===== config.mk =====
export PLATFORM = sky130hd
export DESIGN_NAME = addr_break_ctrl
export DESIGN_NICKNAME = d
export VERILOG_FILES = /design/src/rtl/brk_pkg.sv /design/src/rtl/brk_cfg_regs.sv /design/src/rtl/brk_addr_match.sv /design/src/rtl/brk_chan_fsm.sv /design/src/rtl/addr_break_ctrl.sv
export SDC_FILE = /design/constraint.sdc
export NUM_CORES = 1
export LEC_CHECK = 0
export CORE_MARGIN = 10
export CORE_UTILIZATION = 53
export CTS_BUF_LIST = sky130_fd_sc_hd__clkbuf_4 sky130_fd_sc_hd__clkbuf_8
export CTS_CLUSTER_SIZE = 28
export DETAILED_ROUTE_END_ITERATION = 10
export PLACE_DENSITY = 0.88
export RECOVER_POWER = 25
export SLEW_MARGIN = 20
export SYNTH_ARGS = -nofsm -noshare
export SYNTH_HDL_FRONTEND = slang
export SYNTH_SLANG_ARGS = --single-unit
export TNS_END_PERCENT = 20

===== constraint.sdc =====
create_clock -name clk -period 2.05 [get_ports clk]
set_clock_uncertainty 0.1 [all_clocks]
set_input_delay 0.615 -clock clk [delete_from_list [all_inputs] [get_ports clk]]
set_output_delay 0.615 -clock clk [all_outputs]
set_load 0.02 [all_outputs]

===== src/rtl/brk_pkg.sv =====
package brk_pkg;

    typedef enum logic [1:0] {
        KIND_FETCH = 2'd0,
        KIND_READ  = 2'd1,
        KIND_WRITE = 2'd2,
        KIND_NONE  = 2'd3
    } acc_kind_t;

    typedef enum logic [1:0] {
        COND_FETCH = 2'd0,
        COND_READ  = 2'd1,
        COND_WRITE = 2'd2,
        COND_RW    = 2'd3
    } cond_t;

    typedef enum logic [1:0] {
        CH_IDLE       = 2'd0,
        CH_FETCH_PEND = 2'd1,
        CH_DATA_PEND  = 2'd2
    } ch_state_t;

    typedef struct packed {
        logic  ie;
        logic  dma_ok;
        cond_t cond;
    } ctrl_t;

    localparam logic [1:0] REG_ADDR = 2'd0;
    localparam logic [1:0] REG_MASK = 2'd1;
    localparam logic [1:0] REG_CTRL = 2'd2;
    localparam logic [1:0] REG_FCLR = 2'd3;

endpackage


===== src/rtl/brk_cfg_regs.sv =====
module brk_cfg_regs
    import brk_pkg::*;
#(
    parameter int ADDR_W = 24,
    parameter int N_CH   = 2,
    localparam int SEL_W = (N_CH > 1) ? $clog2(N_CH) : 1
) (
    input  logic                           clk,
    input  logic                           rst_n,
    input  logic                           cfg_we,
    input  logic [SEL_W-1:0]               cfg_sel,
    input  logic [1:0]                     cfg_reg,
    input  logic [ADDR_W-1:0]              cfg_wdata,
    input  logic [N_CH-1:0]                set_vec,
    output logic [N_CH-1:0][ADDR_W-1:0]    addr_q,
    output logic [N_CH-1:0][ADDR_W-1:0]    mask_q,
    output ctrl_t [N_CH-1:0]               ctrl_q,
    output logic [N_CH-1:0]                flag_q
);

    for (genvar i = 0; i < N_CH; i++) begin : g_ch
        localparam logic [SEL_W-1:0] IDX = SEL_W'(i);
        logic hit_sel;
        logic clr_req;

        assign hit_sel = cfg_we && (cfg_sel == IDX);
        assign clr_req = hit_sel && (cfg_reg == REG_FCLR) && !cfg_wdata[0];

        always_ff @(posedge clk or negedge rst_n) begin
            if (!rst_n) begin
                addr_q[i] <= '0;
                mask_q[i] <= '0;
                ctrl_q[i] <= '{ie: 1'b0, dma_ok: 1'b0, cond: COND_FETCH};
            end else if (hit_sel) begin
                unique case (cfg_reg)
                    REG_ADDR: addr_q[i] <= cfg_wdata;
                    REG_MASK: mask_q[i] <= cfg_wdata;
                    REG_CTRL: ctrl_q[i] <= '{ie:     cfg_wdata[3],
                                             dma_ok: cfg_wdata[2],
                                             cond:   cond_t'(cfg_wdata[1:0])};
                    default:  ;
                endcase
            end
        end

        // Set has priority over a software clear in the same cycle.
        always_ff @(posedge clk or negedge rst_n) begin
            if (!rst_n) begin
                flag_q[i] <= 1'b0;
            end else if (set_vec[i]) begin
                flag_q[i] <= 1'b1;
            end else if (clr_req) begin
                flag_q[i] <= 1'b0;
            end
        end
    end

endmodule


===== src/rtl/brk_addr_match.sv =====
module brk_addr_match
    import brk_pkg::*;
#(
    parameter int ADDR_W = 24
) (
    input  logic              en,
    input  logic [ADDR_W-1:0] brk_addr,
    input  logic [ADDR_W-1:0] brk_mask,
    input  ctrl_t             ctrl,
    input  logic              bus_valid,
    input  logic [ADDR_W-1:0] bus_addr,
    input  logic [1:0]        bus_kind,
    input  logic              bus_dma,
    output logic              hit_fetch,
    output logic              hit_data
);

    acc_kind_t kind;
    logic      addr_ok;
    logic      kind_ok;
    logic      master_ok;
    logic      hit;

    assign kind      = acc_kind_t'(bus_kind);
    assign addr_ok   = ((bus_addr ^ brk_addr) & ~brk_mask) == '0;
    assign master_ok = !bus_dma || ctrl.dma_ok;

    always_comb begin
        unique case (ctrl.cond)
            COND_FETCH: kind_ok = (kind == KIND_FETCH);
            COND_READ:  kind_ok = (kind == KIND_READ);
            COND_WRITE: kind_ok = (kind == KIND_WRITE);
            COND_RW:    kind_ok = (kind == KIND_READ) || (kind == KIND_WRITE);
            default:    kind_ok = 1'b0;
        endcase
    end

    assign hit       = en && bus_valid && addr_ok && kind_ok && master_ok;
    assign hit_fetch = hit && (kind == KIND_FETCH);
    assign hit_data  = hit && (kind != KIND_FETCH);

endmodule


===== src/rtl/brk_chan_fsm.sv =====
module brk_chan_fsm
    import brk_pkg::*;
(
    input  logic      clk,
    input  logic      rst_n,
    input  logic      mstop,
    input  logic      hit_fetch,
    input  logic      hit_data,
    input  logic      exec_start,
    input  logic      fetch_flush,
    input  logic      insn_end,
    input  logic      ie,
    output logic      fire,
    output ch_state_t state
);

    ch_state_t state_nx;

    // State register
    always_ff @(posedge clk or negedge rst_n) begin
        if (!rst_n) begin
            state <= CH_IDLE;
        end else begin
            state <= state_nx;
        end
    end

    // Transitions
    always_comb begin
        state_nx = state;
        if (mstop) begin
            state_nx = CH_IDLE;
        end else begin
            unique case (state)
                CH_IDLE: begin
                    if (hit_fetch) begin
                        state_nx = CH_FETCH_PEND;
                    end else if (hit_data) begin
                        state_nx = CH_DATA_PEND;
                    end
                end
                CH_FETCH_PEND: begin
                    if (fetch_flush || exec_start) begin
                        state_nx = CH_IDLE;
                    end
                end
                CH_DATA_PEND: begin
                    if (insn_end) begin
                        state_nx = CH_IDLE;
                    end
                end
                default: state_nx = CH_IDLE;
            endcase
        end
    end

    // Outputs
    always_comb begin
        fire = 1'b0;
        if (!mstop && ie) begin
            unique case (state)
                CH_FETCH_PEND: fire = exec_start && !fetch_flush;
                CH_DATA_PEND:  fire = insn_end;
                default:       fire = 1'b0;
            endcase
        end
    end

endmodule


===== src/rtl/addr_break_ctrl.sv =====
module addr_break_ctrl
    import brk_pkg::*;
#(
    parameter int ADDR_W = 24,
    parameter int N_CH   = 2,
    localparam int SEL_W = (N_CH > 1) ? $clog2(N_CH) : 1
) (
    input  logic              clk,
    input  logic              rst_n,
    input  logic              mstop,
    input  logic              cfg_we,
    input  logic [SEL_W-1:0]  cfg_sel,
    input  logic [1:0]        cfg_reg,
    input  logic [ADDR_W-1:0] cfg_wdata,
    input  logic              bus_valid,
    input  logic [ADDR_W-1:0] bus_addr,
    input  logic [1:0]        bus_kind,
    input  logic              bus_dma,
    input  logic              exec_start,
    input  logic              fetch_flush,
    input  logic              insn_end,
    output logic [N_CH-1:0]   match_flag,
    output logic              brk_req
);

    logic [N_CH-1:0][ADDR_W-1:0] addr_q;
    logic [N_CH-1:0][ADDR_W-1:0] mask_q;
    ctrl_t [N_CH-1:0]            ctrl_q;
    logic [N_CH-1:0]             flag_q;
    logic [N_CH-1:0]             set_vec;
    logic [N_CH-1:0]             fire_vec;
    logic [N_CH-1:0]             ie_vec;

    brk_cfg_regs #(
        .ADDR_W (ADDR_W),
        .N_CH   (N_CH)
    ) u_regs (
        .clk       (clk),
        .rst_n     (rst_n),
        .cfg_we    (cfg_we),
        .cfg_sel   (cfg_sel),
        .cfg_reg   (cfg_reg),
        .cfg_wdata (cfg_wdata),
        .set_vec   (set_vec),
        .addr_q    (addr_q),
        .mask_q    (mask_q),
        .ctrl_q    (ctrl_q),
        .flag_q    (flag_q)
    );

    for (genvar i = 0; i < N_CH; i++) begin : g_ch
        logic      hit_fetch;
        logic      hit_data;
        ch_state_t st;

        assign ie_vec[i] = ctrl_q[i].ie;

        brk_addr_match #(
            .ADDR_W (ADDR_W)
        ) u_match (
            .en        (!mstop),
            .brk_addr  (addr_q[i]),
            .brk_mask  (mask_q[i]),
            .ctrl      (ctrl_q[i]),
            .bus_valid (bus_valid),
            .bus_addr  (bus_addr),
            .bus_kind  (bus_kind),
            .bus_dma   (bus_dma),
            .hit_fetch (hit_fetch),
            .hit_data  (hit_data)
        );

        assign set_vec[i] = hit_fetch || hit_data;

        brk_chan_fsm u_fsm (
            .clk         (clk),
            .rst_n       (rst_n),
            .mstop       (mstop),
            .hit_fetch   (hit_fetch),
            .hit_data    (hit_data),
            .exec_start  (exec_start),
            .fetch_flush (fetch_flush),
            .insn_end    (insn_end),
            .ie          (ie_vec[i]),
            .fire        (fire_vec[i]),
            .state       (st)
        );
    end

    assign match_flag = flag_q;
    assign brk_req    = |fire_vec;

endmodule


==> results of run 1 <==
==> flip-flops by register name, indices dropped and copies added, names as in the netlist <==
name,cells
u_regs.flag_q,2
u_regs.mask_q,48
u_regs.ctrl_q,8
g_ch.u_fsm.state,4
u_regs.addr_q,48
==> routing by layer <==
layer  wire length (µm)  up-vias  GRT usage, %  share of wire (%)
met2               6120       69          28.1                 52
met1               5130     1781          21.9                 43
met4                150        0          4.73                1.3
li1                   -     1563             -                  -
met5                  0        -             0                  0
met3                456       12          3.00                3.8
==> final cells by class <==
class / instances / area, µm² / share of cell area [%]
Tap cell: 129 / 161 / 2.47
Multi-Input combinational cell: 244 / 2410 / 36.8
Inverter: 9 / 33.8 / 0.517
Timing Repair Buffer: 107 / 993 / 15.2
Sequential cell: 110 / 2750 / 42.1
Clock inverter: 5 / 42.5 / 0.651
Clock buffer: 11 / 145 / 2.22
==> placed cells by master, fill, tap and decap left out, drive strengths merged <==
cell type / instances
nor2b: 5
o22ai: 22
xnor2: 48
dlygate4sd2: 12
nand4: 2
clkinvlp: 1
nor3b: 4
clkdlybuf4s50: 49
a21oi: 3
dlymetal6s2s: 1
a32o: 2
nor4: 4
nand2b: 2
ha: 9
nand3: 2
clkbuf: 14
nand2: 6
mux2: 106
o21ai: 6
buf: 42
dfrtp: 110
inv: 10
mux4: 2
mux2i: 6
nand4b: 3
clkinv: 3
o2111ai: 2
nor3: 4
nor2: 6
==> kinds of logic (layout without fill, tap and decap cells) <==
group | count (synthesis) | after routing
mux | 114 | 114
flops | 110 | 110
xor+xnor | 48 | 48
simple gates | 38 | 38
compound gates | 35 | 35
buf+inv | 19 | 132
fa+ha+maj | 9 | 9
==> metrics by stage <==
stage / hold WS [ns] / instances / util [%] / area, µm²
global route: 0.367 / 615 / 69.8 / 6540
floorplan: 0.219 / 373 / - / 5140
global placement: 0.370 / 597 / 66.9 / 6270
detailed placement: 0.386 / 597 / 66.9 / 6270
finish: 0.286 / 615 / 69.8 / 6540
CTS: 0.00487 / 613 / 69.5 / 6520
==> report_power, final <==
group / internal (W) / total, W / leakage (nW) / switching (W)
Combinational: 0.000782 / 0.00128 / 1.31 / 0.000501
Sequential: 0.00262 / 0.00291 / 1.33 / 0.000290
Clock: 0.000501 / 0.00125 / 0.0935 / 0.000745
Total: 0.00390 / 0.00544 / 2.74 / 0.00154
==> worst paths after layout <==
kind                       slack (ns)                   start                     end  cells after the start
hold reg to reg                  0.41        u_regs.mask_q[5]        u_regs.mask_q[5]                      1
hold / removal                   0.29                   rst_n        u_regs.addr_q[9]                      1
setup reg to reg                 0.17       u_regs.addr_q[32]  g_ch[1].u_fsm.state[1]                      6
setup / recovery                -0.23  g_ch[1].u_fsm.state[0]                 brk_req                      5
max in group asynchronous        0.30                   rst_n       u_regs.mask_q[19]                      2
min in group clk                 0.41        u_regs.mask_q[5]        u_regs.mask_q[5]                      1
==> what timing repair did <==
action / in CTS / in global routing
setup endpoints to repair: 9 / 7
pin swaps: 6 / 8
gates resized for setup: 32 / 12
buffers inserted: 0 / 2
==> results.txt, run 1 <==
The fraction of registers with async set/reset came out at 100%. The area share of xor/xnor cells in the synthesized design is 8.17%. The simple-gate area share of the yosys netlist came out at 4.47%. At the later pin of the worst-skew pair, clock insertion delay measures 0.37 ns. The count of nets left with antenna violations once routing finished came out at 0. In this run, post-CTS hold repair placed 0 buffers. In this run the cell area of the synthesized design comes to 0.00515 mm². In the synthesized netlist the dominant register cell turns out to be dfrtp_1. The buffering stage count on the worst path with inverters included is 2. The worst setup path is captured at an output pin.

The number of standard cells after synthesis is 373. The final clock period utilization by the worst path came out at 111%. The signal arrival time at the worst endpoint is 1.57 ns.

Setup repair after global routing could not meet its margin everywhere. Fill cells in the final layout number 671. After synthesis, flip-flops and latches occupy 53.5% of the total area. The final count of pins violating max slew is 0. The number of clock buffers added by TritonCTS is 9. The maximum VDD drop came out at 685 µV.

The wire length per cell after detailed routing came out at 19.3 µm. Clock tree synthesis selected as its root buffer the cell clkbuf_8. The worst slew slack as a fraction of its limit is 31.2%. Among all stages on the critical path, the largest delay is contributed by dfrtp_1. The congestion estimate from routability-driven global placement came to 0.857. After synthesis, the cell types taking the most area are dfrtp_1, mux2_2, xnor2_1.

The global-route usage over all layers came out at 16.8%. The synthesized design contains 110 register bits. The detailed-routing iteration count for the pre-antenna-repair pass is 4. Measured along the x axis, the die boundary spans 119 µm. The power per cell area came out at 832 mW/mm².

The placeable core region is 0.00937 mm². The H-tree depth reported by CTS came out at 3. The most area-hungry cell type in the Yosys netlist is dfrtp_1.

The number of nets in the finished design came out at 552. In this run the worst hold path is classified as in -> async. Counting instances in the post-synthesis netlist gives the leading cell types as dfrtp_1, mux2_2, xnor2_1. The signal on the critical path passes through inv_2 > ha_1 > nand3_2 > a21oi_2 > buf_6. The number of nets handed over by synthesis was 444. The share of Yosys cell area claimed by the top area cell type is 53.5%.

The largest family of logic cells by synthesized area is multiplexers. The DRC violation count after routing is 0. The final setup slack of the worst path is -0.234 ns.

The number of global-route vias before repair came out at 3,687. The clock sink count is 110. The total number of placement rows came out at 35. The checks that failed: negative setup slack. The synthesized netlist devotes 4.28% of its cell area to compound gates. The wire-length estimate of the detail-placed layout is 8770 µm. Summed over all layers, the global routing overflow is 0. The critical path in this run is classified as reg -> out. The count of flip-flops with a built-in enable after synthesis is 0. dfrtp_1 is the most common cell in the netlist. Timing would allow up to 438 MHz. The hold violation total from the final report came out at 0.

The vertical extent of the die came out at 119 µm. After detailed routing, the total wire length is 11,900 µm. Summed over all cells, the static leakage comes to 2.74 nW. The largest driver fanout on the critical path is 3. The pin count of the biggest net entering global routing is 46. The layout cell share with drive strength beyond 1 came out at 39.7%.

The count of different cell masters after synthesis is 29. The mux cell area share after synthesis came out at 25.4%. The number of max-cap violations came out at 0. The wire length of the first global-routing pass came out at 19,300 µm. The routed layout has 3,425 vias. The initial cell density of the core is 54.9%.

The number of antenna diodes in the final layout is 0. The worst setup slack before clock tree synthesis is -0.836 ns. The arithmetic-cell share of the synthesized area counting full adders, half adders and majority gates came out at 2.19%. Data on the critical path is required at its endpoint by 1.33 ns.

The CTS tree is yes. After clock tree synthesis, the clock-pin slew on the worst setup and hold paths is 0.11 ns. STA classifies the critical path startpoint as a register. In this design, the stage delay of the slowest critical-path cell is 0.45 ns. The power consumption is 0.00544 W. The port buffer count came out at 64. Broken down by cell family, the worst path's largest delay share belongs to flip-flops. The time the final worst path needs with I/O delays and setup is 2.28 ns.

In this run, the number of DRC markers left after iteration 0 of detailed routing was 178. The boundary pin count came out at 65. The layout overhead on the synthesized area came out at 27.0%. The total negative slack is -0.602 ns. The maximum root-to-sink buffer count came out at 2.

The synthesis warning total is 0. The detail-routed via count per cell is 5.57. The measured slew at the worst slew-check pin is 1.03 ns. Setup violations remaining at the end of the flow were counted as 6.

The flow ran to the end, but the final reports show violations. The total die area came out at 0.0141 mm². The average cell area after synthesis came out at 13.8 µm². The initial antenna violation count came to 0.
(Power assumes the default switching activity.)
==> inputs of run 2 (changes only) <==
CORE_UTILIZATION = 45   (was 53)
DONT_BUFFER_PORTS = 1   (was default)
PLACE_DENSITY = 0.71   (was 0.88)
==> results.txt, run 2 (same netlist as run 1, synthesis figures left out) <==
The maximum root-to-sink buffer count came out at 2 (unchanged). The clock slew seen by the registers of the worst setup and hold paths is 0.11 ns (about the same). The layout overhead on the synthesized area is 11.1%. The slowest stage of the critical path is the dfrtp_1 cell. The clock sink count is 110 (unchanged). The pin count of the biggest net entering global routing came to 111 (+140%). Setup repair after global routing could not meet its margin everywhere.

The worst slew slack as a fraction of its limit came out at 74.1% (+43 points). The largest registers in the layout are u_regs.addr_q: 48 flops, u_regs.mask_q: 48 flops, u_regs.ctrl_q: 8 flops. Grouping stages by cell kind, the critical path spends the most delay in flip-flops.

The internal power consumption came to 0.00385 W (-1.5%). The maximum VDD drop came to 539 µV (-21%). The buffering stage count on the worst path with inverters included is 2 (unchanged). The critical path in this run is classified as reg -> out. The detailed placement HPWL is 8180 µm (-6.7%).

The port buffer count came out at 0 (-100%). The largest driver fanout on the critical path is 3 (unchanged). The placeable core region came to 0.0113 mm² (+21%).

The final clock period utilization by the worst path was 112% (+0.23 points). The cell area reported after detailed placement is 0.00543 mm² (-13%). The signal arrival time at the worst endpoint came out at 1.57 ns (about the same).

The global placement routability congestion was 0.804 (-6.2%). The power per cell area is 913 mW/mm² (+9.7%). The number of placed instances with taps included came out at 522 (-13%). CTS placed an instance of clkbuf_8 at the clock tree root. The worst hold slack is -0.181 ns (-0.467 ns).

The detailed-routing iteration count for the pre-antenna-repair pass is 4 (unchanged). The total wire length after detailed routing is 11,100 µm (-6.5%). The DRC violation count after routing came out at 0 (unchanged). The footprint of the multi-input gates is 0.00236 mm² (-1.8%). The floorplan die width came to 127 µm (+7.1%). Leaving out fill and tap cells, the most frequent cells in the layout are dfrtp_1, mux2_2, xnor2_1. The number of design-rule violations left by the first detailed-router iteration came out at 80 (-55%). The post-route non-filler standard cell count was 540 (-12%). The maximum clock rate came out at 437 MHz (-0.20%). The hold violation total from the final report is 110 (+110). The checks that failed: negative hold slack, negative setup slack.

The global-route usage over all layers is 13.7% (-3.1 points). The biggest cell delay along the critical path is 0.42 ns (-0.03 ns). The worst setup path is captured at an output pin.

The final setup slack of the worst path came out at -0.239 ns (-0.00465 ns). The number of nets in the finished design came out at 464 (-16%). The number of global-route vias before repair was 3,351 (-9.1%).

The net switching power of the design is 0.00137 W (-11%). The measured slew at the worst slew-check pin is 0.385 ns (-0.647 ns). The worst setup path is launched from a register.

The switching share of total power came out at 26.3% (-1.9 points). The detail-routed via count per cell was 5.58 (+0.22%). The final count of pins violating max slew came out at 0 (unchanged). Leaving out fill and tap cells, the most frequent cell in the layout is dfrtp_1.

The final setup violation count came out at 1 (-5). The final instance area came out at 0.00572 mm² (-13%). The worst setup slack before clock tree synthesis is -0.253 ns (+0.583 ns). The layout cell share with drive strength beyond 1 is 39.5% (-0.17 points).

The number of max-cap violations is 0 (unchanged). The total negative slack was -0.239 ns (+0.363 ns). The critical path goes through buf_6 > ha_4 > a32o_2 > nand3_2 > a21oi_2 > buf_6. The wire length per cell after detailed routing is 20.5 µm (+6.5%). The endpoint identified for the worst register-to-register timing path is g_ch[0].u_fsm.state[1]. The register area came to 0.00275 mm² (about the same). The leakage dissipation came out at 2.33 nW (-15%).

The number of routed nets with antenna violations is 0 (unchanged). The clock network latency to the later pin of the worst-skew pair is 0.37 ns (about the same). The combinational cell fraction of total power came out at 19.5% (-4.1 points). The number of vias after detailed routing came out at 3,014 (-12%). The total number of placement rows is 39 (+11%).

The setup slack of the most critical reg-to-reg path is 0.16 ns (about the same). The time the final worst path needs with I/O delays and setup is 2.29 ns (+0.00465 ns). The residual overflow from global routing came out at 0 (unchanged). The number of filler instances in the final layout is 989 (+47%). The H-tree depth reported by CTS came out at 3 (unchanged). The share of power burned in registers came to 55.3% (+1.8 points). The vertical extent of the die is 127 µm (+7.1%). The boundary pin count is 65 (unchanged). The worst hold-check path type is in -> async. In this run the critical register-to-register path is launched from u_regs.addr_q[10]. The part of the total power dissipated in the clock network came to 25.1% (+2.2 points). The antenna diode count is 0 (unchanged). TritonCTS built the clock tree. The wire length of the first global-routing pass came out at 17,600 µm (-8.7%). The number of CTS-inserted buffers was 9 (unchanged).

The initial antenna violation count came out at 0 (unchanged). The worst reg2reg path depth was 6 (unchanged). The initial cell density of the core came out at 45.5% (-9.5 points). The total die area is 0.0161 mm² (+15%). The required arrival time at the worst endpoint came to 1.33 ns (about the same). In this design, the critical path's most frequently occurring cell is buf_6. The flow ran to the end, but the final reports show violations. The number of stages on the worst setup path is 6 (+1).
==> run 2: metrics by stage <==
step / hold WS [ns] / total power (W) / util, %
4_1_cts: -0.192 / 0.00526 / 49.8
3_5_place_dp: 0.223 / 0.00395 / 47.9
5_1_grt: -0.200 / 0.00548 / 50.5
6_report: -0.181 / 0.00522 / 50.5
2_1_floorplan: 0.219 / 0.00367 / -
3_3_place_gp: 0.223 / 0.00389 / 47.9
==> run 2: power by group through the flow <==
stage	Clock (W)	Sequential [W]	Combinational (W)
after global routing	0.00142	0.00294	0.00112
after CTS	0.00135	0.00289	0.00102
after floorplan	0	0.00286	0.000810
after global placement	0	0.00291	0.000990
after detailed placement	0	0.00293	0.00102
final	0.00131	0.00289	0.00102
==> run 2: worst max-delay path by stage <==
stage	start	endpoint	slack, ns
2_1_floorplan	bus_kind[0]	g_ch[1].u_fsm.state[0]	-0.003
3_3_place_gp	bus_kind[0]	g_ch[0].u_fsm.state[1]	-0.09
3_5_place_dp	bus_kind[0]	g_ch[1].u_fsm.state[1]	-0.25
4_1_cts	g_ch[0].u_fsm.state[1]	brk_req	-0.25
5_1_grt	g_ch[1].u_fsm.state[0]	brk_req	-0.31
6_report	g_ch[1].u_fsm.state[0]	brk_req	-0.24
==> run 2: per-layer routing <==
layer | share of wire, % | wire length [µm] | global-route usage, % | vias to the layer above
met5 | 0 | 0 | 0 | -
met3 | 7.8 | 861 | 5.25 | 12
li1 | - | - | - | 1374
met2 | 49 | 5450 | 22.8 | 62
met4 | 1.2 | 128 | 4.22 | 0
met1 | 42 | 4650 | 16.0 | 1566
==> run 2: final cells by class <==
cell class	instances	area share (%)
flip-flops and latches	110	48.2
inverters	9	0.591
well taps	143	3.13
clock inverters	6	1.25
clock buffers	9	2.17
repair buffers	19	3.35
multi-input cells	244	41.4
==> run 2: timing repair <==
item	4_1_cts	5_1_grt
resized for setup	5	14
hold endpoints to repair	110	110
endpoints found under the setup margin	1	3
buffers inserted	1	2
pin swaps	1	3
==> inputs of run 3 (changes only) <==
CORE_ASPECT_RATIO = 1.75   (was default)
DONT_BUFFER_PORTS = default   (was 1)
PLACE_DENSITY = 0.78   (was 0.71)
==> results.txt, run 3 (same netlist as run 1, synthesis figures left out) <==
The buffer type at the clock tree root is clkbuf_8. The detailed-routing iteration count for the pre-antenna-repair pass is 4 (unchanged). The antenna diode count came out at 0 (unchanged). The boundary pin count came out at 65 (unchanged).

The highest layer touched by signal routing is met4. The global placement routability congestion came out at 0.798 (-0.77%). The number of vias after detailed routing was 3,384 (+12%).

The global-route usage over all layers came to 14.8% (+1.1 points). The number of global-route vias before repair came out at 3,818 (+14%). The maximum root-to-sink buffer count is 2 (unchanged). The hold violation total from the final report is 0 (-100%). The type of destination of the critical path is an output pin. The critical path starts at g_ch[1].u_fsm.state[0]. The worst setup path is launched from a register. The endpoint of the most critical setup path is brk_req.

TritonCTS built the clock tree. The number of routed nets with antenna violations is 0 (unchanged). Leaving out fill and tap cells, the most frequent cell in the layout is dfrtp_1. The routed metal-1 wire length is 4570 µm (-1.8%).

The detailed placement HPWL came to 8820 µm (+7.8%). The placeable core region is 0.0112 mm² (-1.4%). The detail-routed via count per cell is 5.43 (-2.7%). The clock slew seen by the registers of the worst setup and hold paths is 0.11 ns (about the same). The number of nets in the finished design came out at 557 (+20%). The leakage dissipation came out at 2.78 nW (+19%). The power per cell area is 816 mW/mm² (-11%).

Setup repair after global routing could not meet its margin everywhere. The maximum clock rate came out at 435 MHz (-0.54%). The number of hold buffers added after cts came out at 0. In this run the critical register-to-register path is launched from g_ch[1].u_fsm.state[1]. The wire length per cell after detailed routing is 18.9 µm (-8.0%). The total met3 wirelength after detailed routing is 396 µm (-54%). The vertical extent of the die is 162 µm (+27%). The clock sink count is 110 (unchanged).

The final setup violation count came to 3 (+2). The footprint of the multi-input gates was 0.00244 mm² (+3.2%). In the layout the commonest cells are dfrtp_1, mux2_2, clkdlybuf4s50_1.

The measured slew at the worst slew-check pin was 0.826 ns (+0.440 ns). The total number of placement rows came to 51 (+31%). The met2 layer wire length in the routed design is 6460 µm (+19%). The final clock period utilization by the worst path came out at 112% (+0.60 points). The time the final worst path needs with I/O delays and setup came out at 2.30 ns (+0.0123 ns). The floorplan die width came out at 101 µm (-21%). The final count of pins violating max slew was 0 (unchanged). The final setup slack of the worst path came out at -0.251 ns (-0.0123 ns).

The checks that failed: negative setup slack. In the final layout, the registers with the most flip-flops are u_regs.addr_q: 48 flops, u_regs.mask_q: 48 flops, u_regs.ctrl_q: 8 flops. The initial cell density of the core is 46.1% (+0.63 points).

The number of filler instances in the final layout came out at 888 (-10%). The number of max-cap violations is 0 (unchanged). The run finished, with violations left. The maximum VDD drop was 568 µV (+5.3%). The residual overflow from global routing is 0 (unchanged). The required arrival time at the worst endpoint was 1.33 ns (about the same).

The total die area is 0.0163 mm² (+1.0%). The power consumption is 0.00539 W (+3.3%). The port buffer count is 64 (+64). The worst hold-check path type is in -> async. The clock network latency to the later pin of the worst-skew pair is 0.38 ns (about the same). The worst register-to-register path ends at g_ch[1].u_fsm.state[0]. The signal arrival time at the worst endpoint was 1.59 ns (+0.02 ns). The critical path is of the reg -> out type. The final core area utilization is 59.1% (+8.6 points).

The layout cell share with drive strength beyond 1 is 40.3% (+0.78 points). The DRC violation count after routing came to 0 (unchanged). The number of CTS-inserted buffers came out at 9 (unchanged).

The number of design-rule violations left by the first detailed-router iteration came out at 99 (+24%). The register area is 0.00275 mm² (about the same). The H-tree depth reported by CTS came out at 3 (unchanged). The pin count of the biggest net entering global routing is 35 (-68%). The layout overhead on the synthesized area is 28.3%. The worst slew slack as a fraction of its limit came out at 44.9% (-29 points). The initial antenna violation count is 0 (unchanged). The setup slack of the most critical reg-to-reg path is 0.25 ns (+0.09 ns).

The worst reg2reg path depth is 8 (+2). The total wire length after detailed routing came out at 11,800 µm (+6.1%). The largest driver fanout on the critical path is 3 (unchanged).

The wire length of the first global-routing pass was 19,300 µm (+9.5%).
-- run 3: cell count changes in the layout (fill, tap and decap cells not counted), sizes merged --
cell,before,now
dlymetal6s2s,0,5
clkdlybuf4s50,0,48
buf,19,45
dlygate4sd2,0,8
clkbuf,9,15
clkinv,3,1
clkinvlp,1,3
inv,10,12
bufinv,1,0
-- run 3: layout make-up --
| type | instances | share of cell area [%] |
|---|---|---|
| Multi-Input combinational cell | 244 | 36.9 |
| Clock buffer | 9 | 1.88 |
| Clock inverter | 7 | 0.853 |
| Tap cell | 132 | 2.50 |
| Sequential cell | 110 | 41.7 |
| Inverter | 9 | 0.512 |
| Timing Repair Buffer | 112 | 15.6 |
-- run 3: report_power, final --
part / internal, W / switching [W] / total, W
sequential: 0.00262 / 0.000280 / 0.00290
combinational: 0.000782 / 0.000495 / 0.00128
clock: 0.000457 / 0.000758 / 0.00121
-- run 3: worst min-delay path by stage --
stage	startpoint	endpoint	cells past startpoint
floorplan	rst_n	g_ch[0].u_fsm.state[0]	0
global placement	u_regs.mask_q[5]	u_regs.mask_q[5]	1
detailed placement	u_regs.mask_q[5]	u_regs.mask_q[5]	1
CTS	rst_n	u_regs.addr_q[21]	1
global route	rst_n	u_regs.addr_q[21]	1
finish	rst_n	u_regs.addr_q[21]	1
-- run 3: worst max-delay path, stage by stage, from the launching register on --
cell and delay (ns):
dfrtp_1 0.45, inv_2 0.14, ha_4 0.14, a32o_1 0.13
nand3_2 0.07, a21oi_2 0.16, buf_6 0.13
-- run 3: what timing repair did --
action / 4_1_cts / 5_1_grt
setup buffers: 0 / 6
pin swaps: 5 / 10
gates resized for setup: 25 / 24
hold endpoints to repair: 0 / 0
endpoints found under the setup margin: 9 / 6
-- run 3: per-stage QoR --
step | setup TNS (ns) | std cells | hold WS (ns) | setup slack (ns) | instance area, µm²
after floorplan | -0.00604 | 373 | 0.219 | -0.00302 | 5140
after global placement | -27.06 | 601 | 0.385 | -0.766 | 6280
after detailed placement | -28.02 | 601 | 0.394 | -0.801 | 6280
after CTS | -0.343 | 617 | 0.0792 | -0.291 | 6510
after global routing | -0.569 | 623 | 0.266 | -0.338 | 6600
final | -0.326 | 623 | 0.210 | -0.251 | 6600
-- run 3: metal layers --
layer  vias to the layer above  track usage (%)
met5                         -                0
met4                         0             6.65
met3                        23             2.95
met2                        69             26.2
met1                      1729             16.4
li1                       1563                -
